[config.mk]
export PLATFORM = sky130hd
export DESIGN_NAME = spim_ctrl
export DESIGN_NICKNAME = d
export VERILOG_FILES = /design/src/rtl/spim_pkg.sv /design/src/rtl/spim_fifo.sv /design/src/rtl/spim_baud.sv /design/src/rtl/spim_engine.sv /design/src/rtl/spim_ctrl.sv
export SDC_FILE = /design/constraint.sdc
export NUM_CORES = 1
export LEC_CHECK = 0
export BUFFER_PORTS_ARGS = -buffer_cell sky130_fd_sc_hd__buf_2
export CAP_MARGIN = 20
export CORE_UTILIZATION = 50
export CTS_CLUSTER_SIZE = 28
export DETAILED_ROUTE_END_ITERATION = 8
export PLACE_DENSITY = 0.75
export SYNTH_ARGS = -nofsm -noshare
export SYNTH_HDL_FRONTEND = slang
export SYNTH_SLANG_ARGS = --single-unit
[constraint.sdc]
create_clock -name clk -period 4.3 [get_ports clk]
set_input_delay 0.645 -clock clk [delete_from_list [all_inputs] [get_ports clk]]
set_output_delay 0.645 -clock clk [all_outputs]
set_load 0.01 [all_outputs]
[src/rtl/spim_pkg.sv]
package spim_pkg;
  // register offsets (software decodes these)
  localparam logic [4:0] OFF_RXD  = 5'h00;
  localparam logic [4:0] OFF_TXD  = 5'h04;
  localparam logic [4:0] OFF_CTL  = 5'h08;
  localparam logic [4:0] OFF_IEN  = 5'h0C;
  localparam logic [4:0] OFF_STA  = 5'h14;
  localparam logic [4:0] OFF_SRST = 5'h1C;

  // control field positions
  localparam int C_EN        = 0;
  localparam int C_MST       = 1;
  localparam int C_XCH       = 2;
  localparam int C_CPOL      = 4;
  localparam int C_CPHA      = 5;
  localparam int C_GAP       = 6;
  localparam int C_CSPOL     = 7;
  localparam int C_BITS_LSB  = 8;
  localparam int C_RATE_LSB  = 16;
  localparam int C_CSIDX_LSB = 24;

  // interrupt enable and status bit positions
  localparam int IE_TXE  = 0;
  localparam int IE_RXR  = 3;
  localparam int ST_TXE  = 0;
  localparam int ST_RXR  = 3;
  localparam int ST_OVF  = 7;

  typedef enum logic [1:0] {
    ENG_IDLE  = 2'd0,
    ENG_SHIFT = 2'd1,
    ENG_HOLD  = 2'd2,
    ENG_GAP   = 2'd3
  } eng_state_e;
endpackage

[src/rtl/spim_fifo.sv]
module spim_fifo #(
  parameter int W     = 32,
  parameter int DEPTH = 8
) (
  input  logic         clk,
  input  logic         rst_n,
  input  logic         clr,
  input  logic         push,
  input  logic [W-1:0] din,
  input  logic         pop,
  output logic [W-1:0] dout,
  output logic         empty,
  output logic         full
);
  localparam int PTR_W = (DEPTH > 1) ? $clog2(DEPTH) : 1;
  localparam int CNT_W = $clog2(DEPTH + 1);

  logic [W-1:0]     mem [DEPTH];
  logic [PTR_W-1:0] wp_q, wp_n, rp_q, rp_n;
  logic [CNT_W-1:0] cnt_q, cnt_n;
  logic             push_ok, pop_ok;

  assign empty   = (cnt_q == '0);
  assign full    = (cnt_q == CNT_W'(DEPTH));
  assign push_ok = push && !full;
  assign pop_ok  = pop && !empty;
  assign dout    = mem[rp_q];

  always_comb begin
    wp_n  = wp_q;
    rp_n  = rp_q;
    cnt_n = cnt_q;
    if (push_ok) wp_n = (wp_q == PTR_W'(DEPTH - 1)) ? '0 : wp_q + 1'b1;
    if (pop_ok)  rp_n = (rp_q == PTR_W'(DEPTH - 1)) ? '0 : rp_q + 1'b1;
    if (push_ok && !pop_ok)      cnt_n = cnt_q + 1'b1;
    else if (pop_ok && !push_ok) cnt_n = cnt_q - 1'b1;
    if (clr) begin
      wp_n  = '0;
      rp_n  = '0;
      cnt_n = '0;
    end
  end

  always_ff @(posedge clk or negedge rst_n) begin
    if (!rst_n) begin
      wp_q  <= '0;
      rp_q  <= '0;
      cnt_q <= '0;
    end else begin
      wp_q  <= wp_n;
      rp_q  <= rp_n;
      cnt_q <= cnt_n;
    end
  end

  // storage carries no reset; written only under its enable
  always_ff @(posedge clk) begin
    if (push_ok) mem[wp_q] <= din;
  end

  // occupancy never passes the depth
  p_fifo_bound_r8: assert property (@(posedge clk) disable iff (!rst_n)
    cnt_q <= CNT_W'(DEPTH));
  // a pop from a non-empty FIFO always lowers occupancy unless a push lands
  p_pop_moves_r3: assert property (@(posedge clk) disable iff (!rst_n)
    (pop && !empty && !push && !clr) |=> (cnt_q == $past(cnt_q) - 1'b1));
endmodule

[src/rtl/spim_baud.sv]
module spim_baud #(
  parameter int RATE_W = 3
) (
  input  logic              clk,
  input  logic              rst_n,
  input  logic              run,
  input  logic [RATE_W-1:0] rate,
  output logic              tick
);
  localparam int CNT_W = (1 << RATE_W) + 1;

  logic [CNT_W-1:0] cnt_q, cnt_n, half;

  // half serial period in bus clocks: 2 * 2^rate
  assign half = CNT_W'(2) << rate;
  assign tick = run && (cnt_q == half - CNT_W'(1));

  always_comb begin
    if (!run || tick) cnt_n = '0;
    else              cnt_n = cnt_q + 1'b1;
  end

  always_ff @(posedge clk or negedge rst_n) begin
    if (!rst_n) cnt_q <= '0;
    else        cnt_q <= cnt_n;
  end

  // counter stays below the programmed half period
  p_cnt_window_r5: assert property (@(posedge clk) disable iff (!rst_n)
    run |-> (cnt_q < half));
endmodule

[src/rtl/spim_engine.sv]
module spim_engine
  import spim_pkg::*;
#(
  parameter int DATA_W = 32,
  parameter int RATE_W = 3
) (
  input  logic                       clk,
  input  logic                       rst_n,
  input  logic                       clr,
  input  logic                       go,
  input  logic                       tx_avail,
  input  logic [DATA_W-1:0]          tx_word,
  input  logic [$clog2(DATA_W)-1:0]  bits_m1,
  input  logic                       cpol,
  input  logic                       cpha,
  input  logic                       gap,
  input  logic [RATE_W-1:0]          rate,
  input  logic                       miso,
  output logic                       tx_pop,
  output logic                       rx_push,
  output logic [DATA_W-1:0]          rx_word,
  output logic                       mosi,
  output logic                       sclk,
  output logic                       cs_act,
  output logic                       busy
);
  localparam int BC_W = $clog2(DATA_W);
  localparam int EC_W = BC_W + 1;

  eng_state_e        st_q, st_n;
  logic [DATA_W-1:0] tx_q, tx_n, rx_q, rx_n;
  logic [EC_W-1:0]   e_q, e_n;
  logic              lvl_q, lvl_n, cs_q, cs_n;
  logic              tick, load, sample_edge;

  spim_baud #(.RATE_W(RATE_W)) u_baud (
    .clk  (clk),
    .rst_n(rst_n),
    .run  (busy),
    .rate (rate),
    .tick (tick)
  );

  assign busy        = (st_q != ENG_IDLE);
  assign sample_edge = (e_q[0] == cpha);
  assign mosi        = cs_q & tx_q[DATA_W-1];
  assign sclk        = cpol ^ lvl_q;
  assign cs_act      = cs_q;
  assign rx_word     = rx_q;

  always_comb begin
    st_n    = st_q;
    tx_n    = tx_q;
    rx_n    = rx_q;
    e_n     = e_q;
    lvl_n   = lvl_q;
    cs_n    = cs_q;
    load    = 1'b0;
    tx_pop  = 1'b0;
    rx_push = 1'b0;
    unique case (st_q)
      ENG_IDLE: begin
        if (go && tx_avail) load = 1'b1;
      end
      ENG_SHIFT: begin
        if (tick) begin
          lvl_n = ~lvl_q;
          e_n   = e_q + 1'b1;
          if (sample_edge)         rx_n = {rx_q[DATA_W-2:0], miso};
          else if (e_q != '0)      tx_n = tx_q << 1;
          if (e_q == {bits_m1, 1'b1}) st_n = ENG_HOLD;
        end
      end
      ENG_HOLD: begin
        if (tick) begin
          rx_push = 1'b1;
          if (go && tx_avail) begin
            if (gap) begin
              cs_n = 1'b0;
              st_n = ENG_GAP;
            end else begin
              load = 1'b1;
            end
          end else begin
            cs_n = 1'b0;
            st_n = ENG_IDLE;
          end
        end
      end
      ENG_GAP: begin
        if (tick) begin
          if (go && tx_avail) load = 1'b1;
          else                st_n = ENG_IDLE;
        end
      end
      default: st_n = ENG_IDLE;
    endcase
    if (load) begin
      tx_pop = 1'b1;
      tx_n   = tx_word << (BC_W'(DATA_W - 1) - bits_m1);
      rx_n   = '0;
      lvl_n  = 1'b0;
      e_n    = '0;
      cs_n   = 1'b1;
      st_n   = ENG_SHIFT;
    end
    if (clr) begin
      st_n    = ENG_IDLE;
      tx_n    = '0;
      rx_n    = '0;
      e_n     = '0;
      lvl_n   = 1'b0;
      cs_n    = 1'b0;
      tx_pop  = 1'b0;
      rx_push = 1'b0;
    end
  end

  always_ff @(posedge clk or negedge rst_n) begin
    if (!rst_n) begin
      st_q  <= ENG_IDLE;
      tx_q  <= '0;
      rx_q  <= '0;
      e_q   <= '0;
      lvl_q <= 1'b0;
      cs_q  <= 1'b0;
    end else begin
      st_q  <= st_n;
      tx_q  <= tx_n;
      rx_q  <= rx_n;
      e_q   <= e_n;
      lvl_q <= lvl_n;
      cs_q  <= cs_n;
    end
  end

  // idle clock rests at the programmed polarity
  p_sclk_idle_r4: assert property (@(posedge clk) disable iff (!rst_n)
    (st_q == ENG_IDLE) |-> (sclk == cpol));
  // no chip select outside a burst
  p_cs_idle_r7: assert property (@(posedge clk) disable iff (!rst_n)
    (st_q == ENG_IDLE) |-> !cs_act);
  // the clock level only moves after a divider tick
  p_edge_on_tick_r5: assert property (@(posedge clk) disable iff (!rst_n)
    !$stable(lvl_q) |-> $past(tick));
endmodule

[src/rtl/spim_ctrl.sv]
module spim_ctrl
  import spim_pkg::*;
#(
  parameter int DATA_W   = 32,
  parameter int TX_DEPTH = 8,
  parameter int RX_DEPTH = 8,
  parameter int CS_LINES = 4,
  parameter int RATE_W   = 3
) (
  input  logic                clk,
  input  logic                rst_n,
  input  logic                bus_en,
  input  logic                bus_we,
  input  logic [4:0]          bus_addr,
  input  logic [31:0]         bus_wdata,
  output logic [31:0]         bus_rdata,
  output logic                irq,
  output logic                spi_sclk,
  output logic                spi_mosi,
  input  logic                spi_miso,
  output logic [CS_LINES-1:0] spi_cs
);
  localparam int BC_W  = $clog2(DATA_W);
  localparam int CSI_W = $clog2(CS_LINES);

  // reset: asserted asynchronously, released on the clock
  logic [1:0] rst_sync_q;
  logic       rst_n_s;
  always_ff @(posedge clk or negedge rst_n) begin
    if (!rst_n) rst_sync_q <= 2'b00;
    else        rst_sync_q <= {rst_sync_q[0], 1'b1};
  end
  assign rst_n_s = rst_sync_q[1];

  // bus decode
  logic wr_ctl, wr_ien, wr_txd, rd_rxd, srst;
  assign wr_ctl = bus_en && bus_we && (bus_addr == OFF_CTL);
  assign wr_ien = bus_en && bus_we && (bus_addr == OFF_IEN);
  assign wr_txd = bus_en && bus_we && (bus_addr == OFF_TXD);
  assign rd_rxd = bus_en && !bus_we && (bus_addr == OFF_RXD);
  assign srst   = bus_en && bus_we && (bus_addr == OFF_SRST) && bus_wdata[0];

  // control and enable state
  logic              en_q, en_n, mst_q, mst_n, xch_q, xch_n;
  logic              cpol_q, cpol_n, cpha_q, cpha_n, gap_q, gap_n, cspol_q, cspol_n;
  logic [BC_W-1:0]   bits_q, bits_n;
  logic [RATE_W-1:0] rate_q, rate_n;
  logic [CSI_W-1:0]  csidx_q, csidx_n;
  logic              ie_txe_q, ie_txe_n, ie_rxr_q, ie_rxr_n, ovf_q, ovf_n;

  // datapath links
  logic [DATA_W-1:0] tx_head, rx_word, rx_head;
  logic              tx_empty, tx_full, rx_empty, rx_full;
  logic              tx_pop, rx_push, busy, cs_act, go;

  assign go = xch_q && en_q && mst_q;

  always_comb begin
    en_n     = en_q;
    mst_n    = mst_q;
    xch_n    = xch_q;
    cpol_n   = cpol_q;
    cpha_n   = cpha_q;
    gap_n    = gap_q;
    cspol_n  = cspol_q;
    bits_n   = bits_q;
    rate_n   = rate_q;
    csidx_n  = csidx_q;
    ie_txe_n = ie_txe_q;
    ie_rxr_n = ie_rxr_q;
    ovf_n    = ovf_q;
    if (xch_q && !busy && tx_empty) xch_n = 1'b0;
    if (wr_ctl) begin
      en_n    = bus_wdata[C_EN];
      mst_n   = bus_wdata[C_MST];
      cpol_n  = bus_wdata[C_CPOL];
      cpha_n  = bus_wdata[C_CPHA];
      gap_n   = bus_wdata[C_GAP];
      cspol_n = bus_wdata[C_CSPOL];
      bits_n  = bus_wdata[C_BITS_LSB +: BC_W];
      rate_n  = bus_wdata[C_RATE_LSB +: RATE_W];
      csidx_n = bus_wdata[C_CSIDX_LSB +: CSI_W];
      if (bus_wdata[C_XCH]) xch_n = 1'b1;
    end
    if (wr_ien) begin
      ie_txe_n = bus_wdata[IE_TXE];
      ie_rxr_n = bus_wdata[IE_RXR];
    end
    if (rx_push && rx_full) ovf_n = 1'b1;
    if (srst) begin
      en_n     = 1'b0;
      mst_n    = 1'b0;
      xch_n    = 1'b0;
      cpol_n   = 1'b0;
      cpha_n   = 1'b0;
      gap_n    = 1'b0;
      cspol_n  = 1'b0;
      bits_n   = '0;
      rate_n   = '0;
      csidx_n  = '0;
      ie_txe_n = 1'b0;
      ie_rxr_n = 1'b0;
      ovf_n    = 1'b0;
    end
  end

  always_ff @(posedge clk or negedge rst_n_s) begin
    if (!rst_n_s) begin
      en_q     <= 1'b0;
      mst_q    <= 1'b0;
      xch_q    <= 1'b0;
      cpol_q   <= 1'b0;
      cpha_q   <= 1'b0;
      gap_q    <= 1'b0;
      cspol_q  <= 1'b0;
      bits_q   <= '0;
      rate_q   <= '0;
      csidx_q  <= '0;
      ie_txe_q <= 1'b0;
      ie_rxr_q <= 1'b0;
      ovf_q    <= 1'b0;
    end else begin
      en_q     <= en_n;
      mst_q    <= mst_n;
      xch_q    <= xch_n;
      cpol_q   <= cpol_n;
      cpha_q   <= cpha_n;
      gap_q    <= gap_n;
      cspol_q  <= cspol_n;
      bits_q   <= bits_n;
      rate_q   <= rate_n;
      csidx_q  <= csidx_n;
      ie_txe_q <= ie_txe_n;
      ie_rxr_q <= ie_rxr_n;
      ovf_q    <= ovf_n;
    end
  end

  spim_fifo #(.W(DATA_W), .DEPTH(TX_DEPTH)) u_txq (
    .clk  (clk),
    .rst_n(rst_n_s),
    .clr  (srst),
    .push (wr_txd),
    .din  (bus_wdata[DATA_W-1:0]),
    .pop  (tx_pop),
    .dout (tx_head),
    .empty(tx_empty),
    .full (tx_full)
  );

  spim_fifo #(.W(DATA_W), .DEPTH(RX_DEPTH)) u_rxq (
    .clk  (clk),
    .rst_n(rst_n_s),
    .clr  (srst),
    .push (rx_push),
    .din  (rx_word),
    .pop  (rd_rxd),
    .dout (rx_head),
    .empty(rx_empty),
    .full (rx_full)
  );

  spim_engine #(.DATA_W(DATA_W), .RATE_W(RATE_W)) u_eng (
    .clk     (clk),
    .rst_n   (rst_n_s),
    .clr     (srst),
    .go      (go),
    .tx_avail(!tx_empty),
    .tx_word (tx_head),
    .bits_m1 (bits_q),
    .cpol    (cpol_q),
    .cpha    (cpha_q),
    .gap     (gap_q),
    .rate    (rate_q),
    .miso    (spi_miso),
    .tx_pop  (tx_pop),
    .rx_push (rx_push),
    .rx_word (rx_word),
    .mosi    (spi_mosi),
    .sclk    (spi_sclk),
    .cs_act  (cs_act),
    .busy    (busy)
  );

  // chip-select fan-out, one line per target
  for (genvar g = 0; g < CS_LINES; g++) begin : g_cs
    assign spi_cs[g] = (cs_act && (csidx_q == CSI_W'(g))) ? cspol_q : ~cspol_q;
  end

  // read mux
  logic [31:0] ctl_rd, sta_rd;
  always_comb begin
    ctl_rd                          = '0;
    ctl_rd[C_EN]                    = en_q;
    ctl_rd[C_MST]                   = mst_q;
    ctl_rd[C_XCH]                   = xch_q;
    ctl_rd[C_CPOL]                  = cpol_q;
    ctl_rd[C_CPHA]                  = cpha_q;
    ctl_rd[C_GAP]                   = gap_q;
    ctl_rd[C_CSPOL]                 = cspol_q;
    ctl_rd[C_BITS_LSB +: BC_W]      = bits_q;
    ctl_rd[C_RATE_LSB +: RATE_W]    = rate_q;
    ctl_rd[C_CSIDX_LSB +: CSI_W]    = csidx_q;
    sta_rd                          = '0;
    sta_rd[ST_TXE]                  = tx_empty;
    sta_rd[ST_RXR]                  = !rx_empty;
    sta_rd[ST_OVF]                  = ovf_q;
  end

  always_comb begin
    bus_rdata = '0;
    if (bus_en && !bus_we) begin
      unique case (bus_addr)
        OFF_RXD: bus_rdata = rx_empty ? '0 : 32'(rx_head);
        OFF_CTL: bus_rdata = ctl_rd;
        OFF_IEN: begin
          bus_rdata[IE_TXE] = ie_txe_q;
          bus_rdata[IE_RXR] = ie_rxr_q;
        end
        OFF_STA: bus_rdata = sta_rd;
        default: bus_rdata = '0;
      endcase
    end
  end

  assign irq = (ie_txe_q && tx_empty) || (ie_rxr_q && !rx_empty);

  logic unused_sink;
  assign unused_sink = ^{bus_wdata, tx_full};

  // the exchange bit only drops once the queue is drained, or by soft reset
  p_xch_drain_r6: assert property (@(posedge clk) disable iff (!rst_n_s)
    $fell(xch_q) |-> ($past(srst) || $past(tx_empty)));
  // overflow flag holds until the soft reset
  p_ovf_sticky_r9: assert property (@(posedge clk) disable iff (!rst_n_s)
    (ovf_q && !srst) |=> ovf_q);
  // no request while both enables are clear
  p_irq_quiet_r10: assert property (@(posedge clk) disable iff (!rst_n_s)
    (!ie_txe_q && !ie_rxr_q) |-> !irq);
  // no serial activity while the core is disabled
  p_no_run_off_r6: assert property (@(posedge clk) disable iff (!rst_n_s)
    (!en_q && !busy) |=> !busy);
endmodule

==> results.tsv <==
stage	metric	value	unit
outcome	outcome	finished, final reports clean	
sta	max_slew_margin	0.296	
finish	fin_area	30800	µm²
drt	antenna_left	0	
setup_path	cp_data_required_time	4.81	ns
setup_path	cp.arrival	4.30	ns
clocking	htreeDepth	2	
placement	hpwl	38.1	mm
synth	synth_edf_count	512	
floorplan	die_w	236	µm
sta	setup_viol	0	
clocking	cts.path.max_buffers	3	
synth	avgSynthCellArea	16.1	µm²
sta	finalCritPeriodShare	0.881	
setup_path	critPathBufInv	1	
floorplan	start_util	0.507	
setup_path	cp-end-kind	flip-flop	
setup_path	cp_max_fo	34	
setup_path	max_stage_delay	0.84	ns
drt	routed_wl	62.2	mm
finish	multi_input_area	8530	µm²
global_routing	grt_pass1_vias	15900	
global_routing	overflow	0	
sta	hold_violations	0	
floorplan	fp.dieH	236	µm
setup_path	cp_slowest_cell	dfrtp_4	
synth	synthDistinctLibCells	78	
synth	syn-instance-count	1704	
global_routing	grt_antenna_before_repair	5	
setup_path	cp_common_cell	mux2i_1	
clocking	clock-sinks	637	
synth	yosys_warnings	0	
synth	synth_nets	1763	
sta	holdWs	0.273	ns
clocking	post_cts_resized	0	
drt	routed-via-count	15700	
floorplan	core-area	54000	µm²
setup_path	criticalPathCategory	reg2reg	
drt	dr.pass1.iters	6	
finish	final_nets	1855	
placement	dpl_cell_area	28800	µm²
synth	netlist_area	27400	µm²
synth	ys.flop_type	edfxtp_1	
clocking	cts_tree	yes	
sta	min_period	3.79	ns
setup_path	startpoint_type	flip-flop	
flow_run	max_cap_viol_count	0	
floorplan	ios	81	
drt	drt-initial-drc-count	1524	
clocking	clk_pin_slew_worst_paths	0.07	ns
setup_path	cp_cell_sequence	buf_4, mux4_2, mux2i_1, mux2_2, mux2i_1, a21boi_0, mux2i_1, o221ai_1, o21ai_0	
worst_hold_path	hold_class	in2reg	
synth	ys_seq_elements	637	
sta	fmax	0.264	GHz
floorplan	die_area	55800	µm²
synth	ys_seq_area_frac	0.675	
drt	wire_per_inst	24.4	µm
clocking	cts-buffers-inserted	61	
global_routing	grt_max_degree	63	
power_and_ir_drop	finalPower	14.0	mW
sta	fin_skew	0.0339	ns
drt	route.detailed.drc	0	
setup_path	r2r_slack	0.51	ns
clocking	cts_root_buffer	clkbuf_16	
clocking	clk_latency	0.64	ns
finish	ff_latch_area	18500	µm²
sta	tightest_slew	1.06	ns
finish	drive_above_1_share	0.230	
setup_path	crit_family	multiplexers	
floorplan	fp-row-count	85	
sta	rsz0062_at_grt	false	
placement	portBuffers	80	
power_and_ir_drop	power_leakage	10.9	nW
sta	slew_violations	0	
finish	area_delta_synth_final	12.3	%
global_routing	grt_pass1_wl	96.2	mm
finish	fill_cells	4041	
placement	gp_congestion	0.917	
synth	async_reset_ff_frac	0.196	
clocking	postCtsSetupRepairBufs	0	
power_and_ir_drop	peakVddDrop	389	µV
global_routing	grt_use_total	0.227	
power_and_ir_drop	power.density	455	nW/µm²
drt	vias_per_cell	6.17	
==> per-layer routing <==
layer | vias to the layer above | routed length (µm) | track usage
met1 | 8153 | 26100 | 0.319
li1 | 6843 | - | -
met5 | - | 26 | 0
met4 | 4 | 1900 | 0.0830
met3 | 124 | 3970 | 0.0355
met2 | 604 | 30200 | 0.362
==> state kept, by name, summed over array words and instances (netlist names), 3 cells and up <==
| register | cells |
|---|---|
| u_eng.u_baud.cnt_q | 9 |
| u_txq.mem | 256 |
| u_rxq.rp_q | 3 |
| u_rxq.cnt_q | 4 |
| rate_q | 3 |
| u_txq.rp_q | 3 |
| u_eng.rx_word | 32 |
| u_rxq.wp_q | 3 |
| u_txq.cnt_q | 4 |
| u_eng.e_q | 6 |
| u_eng.tx_q | 32 |
| u_rxq.mem | 256 |
| u_txq.wp_q | 3 |
| bits_q | 5 |
==> kinds of logic after synthesis <==
kind of cell             count (synthesis)  synth area share
other                                    1          0.000137
AND/OR/NAND/NOR                        382            0.0618
buffers and inverters                  118            0.0198
flip-flops                             637             0.675
AO/OA/AOI/OAI                          215            0.0506
XOR/XNOR                                32            0.0102
multiplexers                           302             0.174
adder cells (fa/ha/maj)                 17           0.00831
==> area by class of cell <==
class | count | area share
diodes | 4 | 0.000325
clock buffers | 79 | 0.0537
clock inverters | 36 | 0.0108
inverters | 17 | 0.00207
multi-input cells | 949 | 0.277
flip-flops and latches | 637 | 0.601
well taps | 696 | 0.0283
repair buffers | 130 | 0.0265
==> Yosys cell counts, drive strengths merged (5+ instances only) <==
cell | n | area, µm²
o21ai | 47 | 239
mux2 | 35 | 394
edfxtp | 512 | 15400
nor4 | 12 | 81.3
a22o | 5 | 43.8
dfrtp | 125 | 3130
clkbuf | 49 | 184
xnor2 | 13 | 114
nor3 | 30 | 150
o31ai | 5 | 37.5
mux4 | 134 | 3050
and3 | 11 | 68.8
xor2 | 19 | 166
a21oi | 77 | 393
nand2b | 8 | 50.1
ha | 15 | 188
nand2 | 111 | 417
or3 | 6 | 42.5
a211oi | 14 | 110
nand3 | 18 | 90.1
a22oi | 7 | 52.6
buf | 52 | 295
mux2i | 133 | 1340
o211ai | 5 | 37.5
nor2 | 160 | 603
nor3b | 6 | 45.0
a32oi | 7 | 61.3
inv | 17 | 63.8
==> cells in the final DEF (no fill, tap or decap), drive strengths merged, types with 21 or more instances in the layout <==
cell	n
edfxtp	512
clkinv	23
nor2	160
mux2	35
inv	21
buf	129
clkbuf	79
nand2	111
nor3	30
mux2i	133
mux4	134
o21ai	47
a21oi	77
dfrtp	125
==> report_power, final <==
group	switching (mW)	internal, mW
Combinational	0.876	0.810
Clock	2.29	3.02
Sequential	0.280	6.72
==> metrics by stage <==
stage | TNS [ns] | instances | setup slack (ns) | util
after detailed placement | 0 | 2428 | 0.556 | 0.533
after floorplan | -14.63 | 1704 | -0.152 | -
after global routing | 0 | 2547 | 0.374 | 0.570
after global placement | 0 | 2428 | 0.649 | 0.533
final | 0 | 2548 | 0.512 | 0.570
after CTS | 0 | 2544 | 0.559 | 0.570
==> path summary, 6_finish.rpt <==
check / from / end / depth (start not counted)
worst min register to register: rst_sync_q[0]$_DFF_PN0_ / rst_sync_q[1]$_DFF_PN0_ / 0
worst max-delay path: u_txq.rp_q[0]$_DFFE_PN0P_ / u_eng.tx_q[29]$_DFFE_PN0P_ / 9
worst max register to register: u_txq.rp_q[0]$_DFFE_PN0P_ / u_eng.tx_q[29]$_DFFE_PN0P_ / 9
max in group asynchronous: rst_sync_q[1]$_DFF_PN0_ / bits_q[1]$_DFFE_PN0P_ / 1
worst min-delay path: bus_wdata[27] / u_txq.mem[4][27]$_DFFE_PP_ / 1
min in group asynchronous: rst_n / rst_sync_q[0]$_DFF_PN0_ / 2
==> timing repair <==
| item | CTS | global route |
|---|---|---|
| hold buffers | 1 | 0 |
| endpoints found under the setup margin | 0 | 0 |
| hold endpoints to repair | 2 | 0 |
Note: power is estimated with default switching activity, not from simulation.
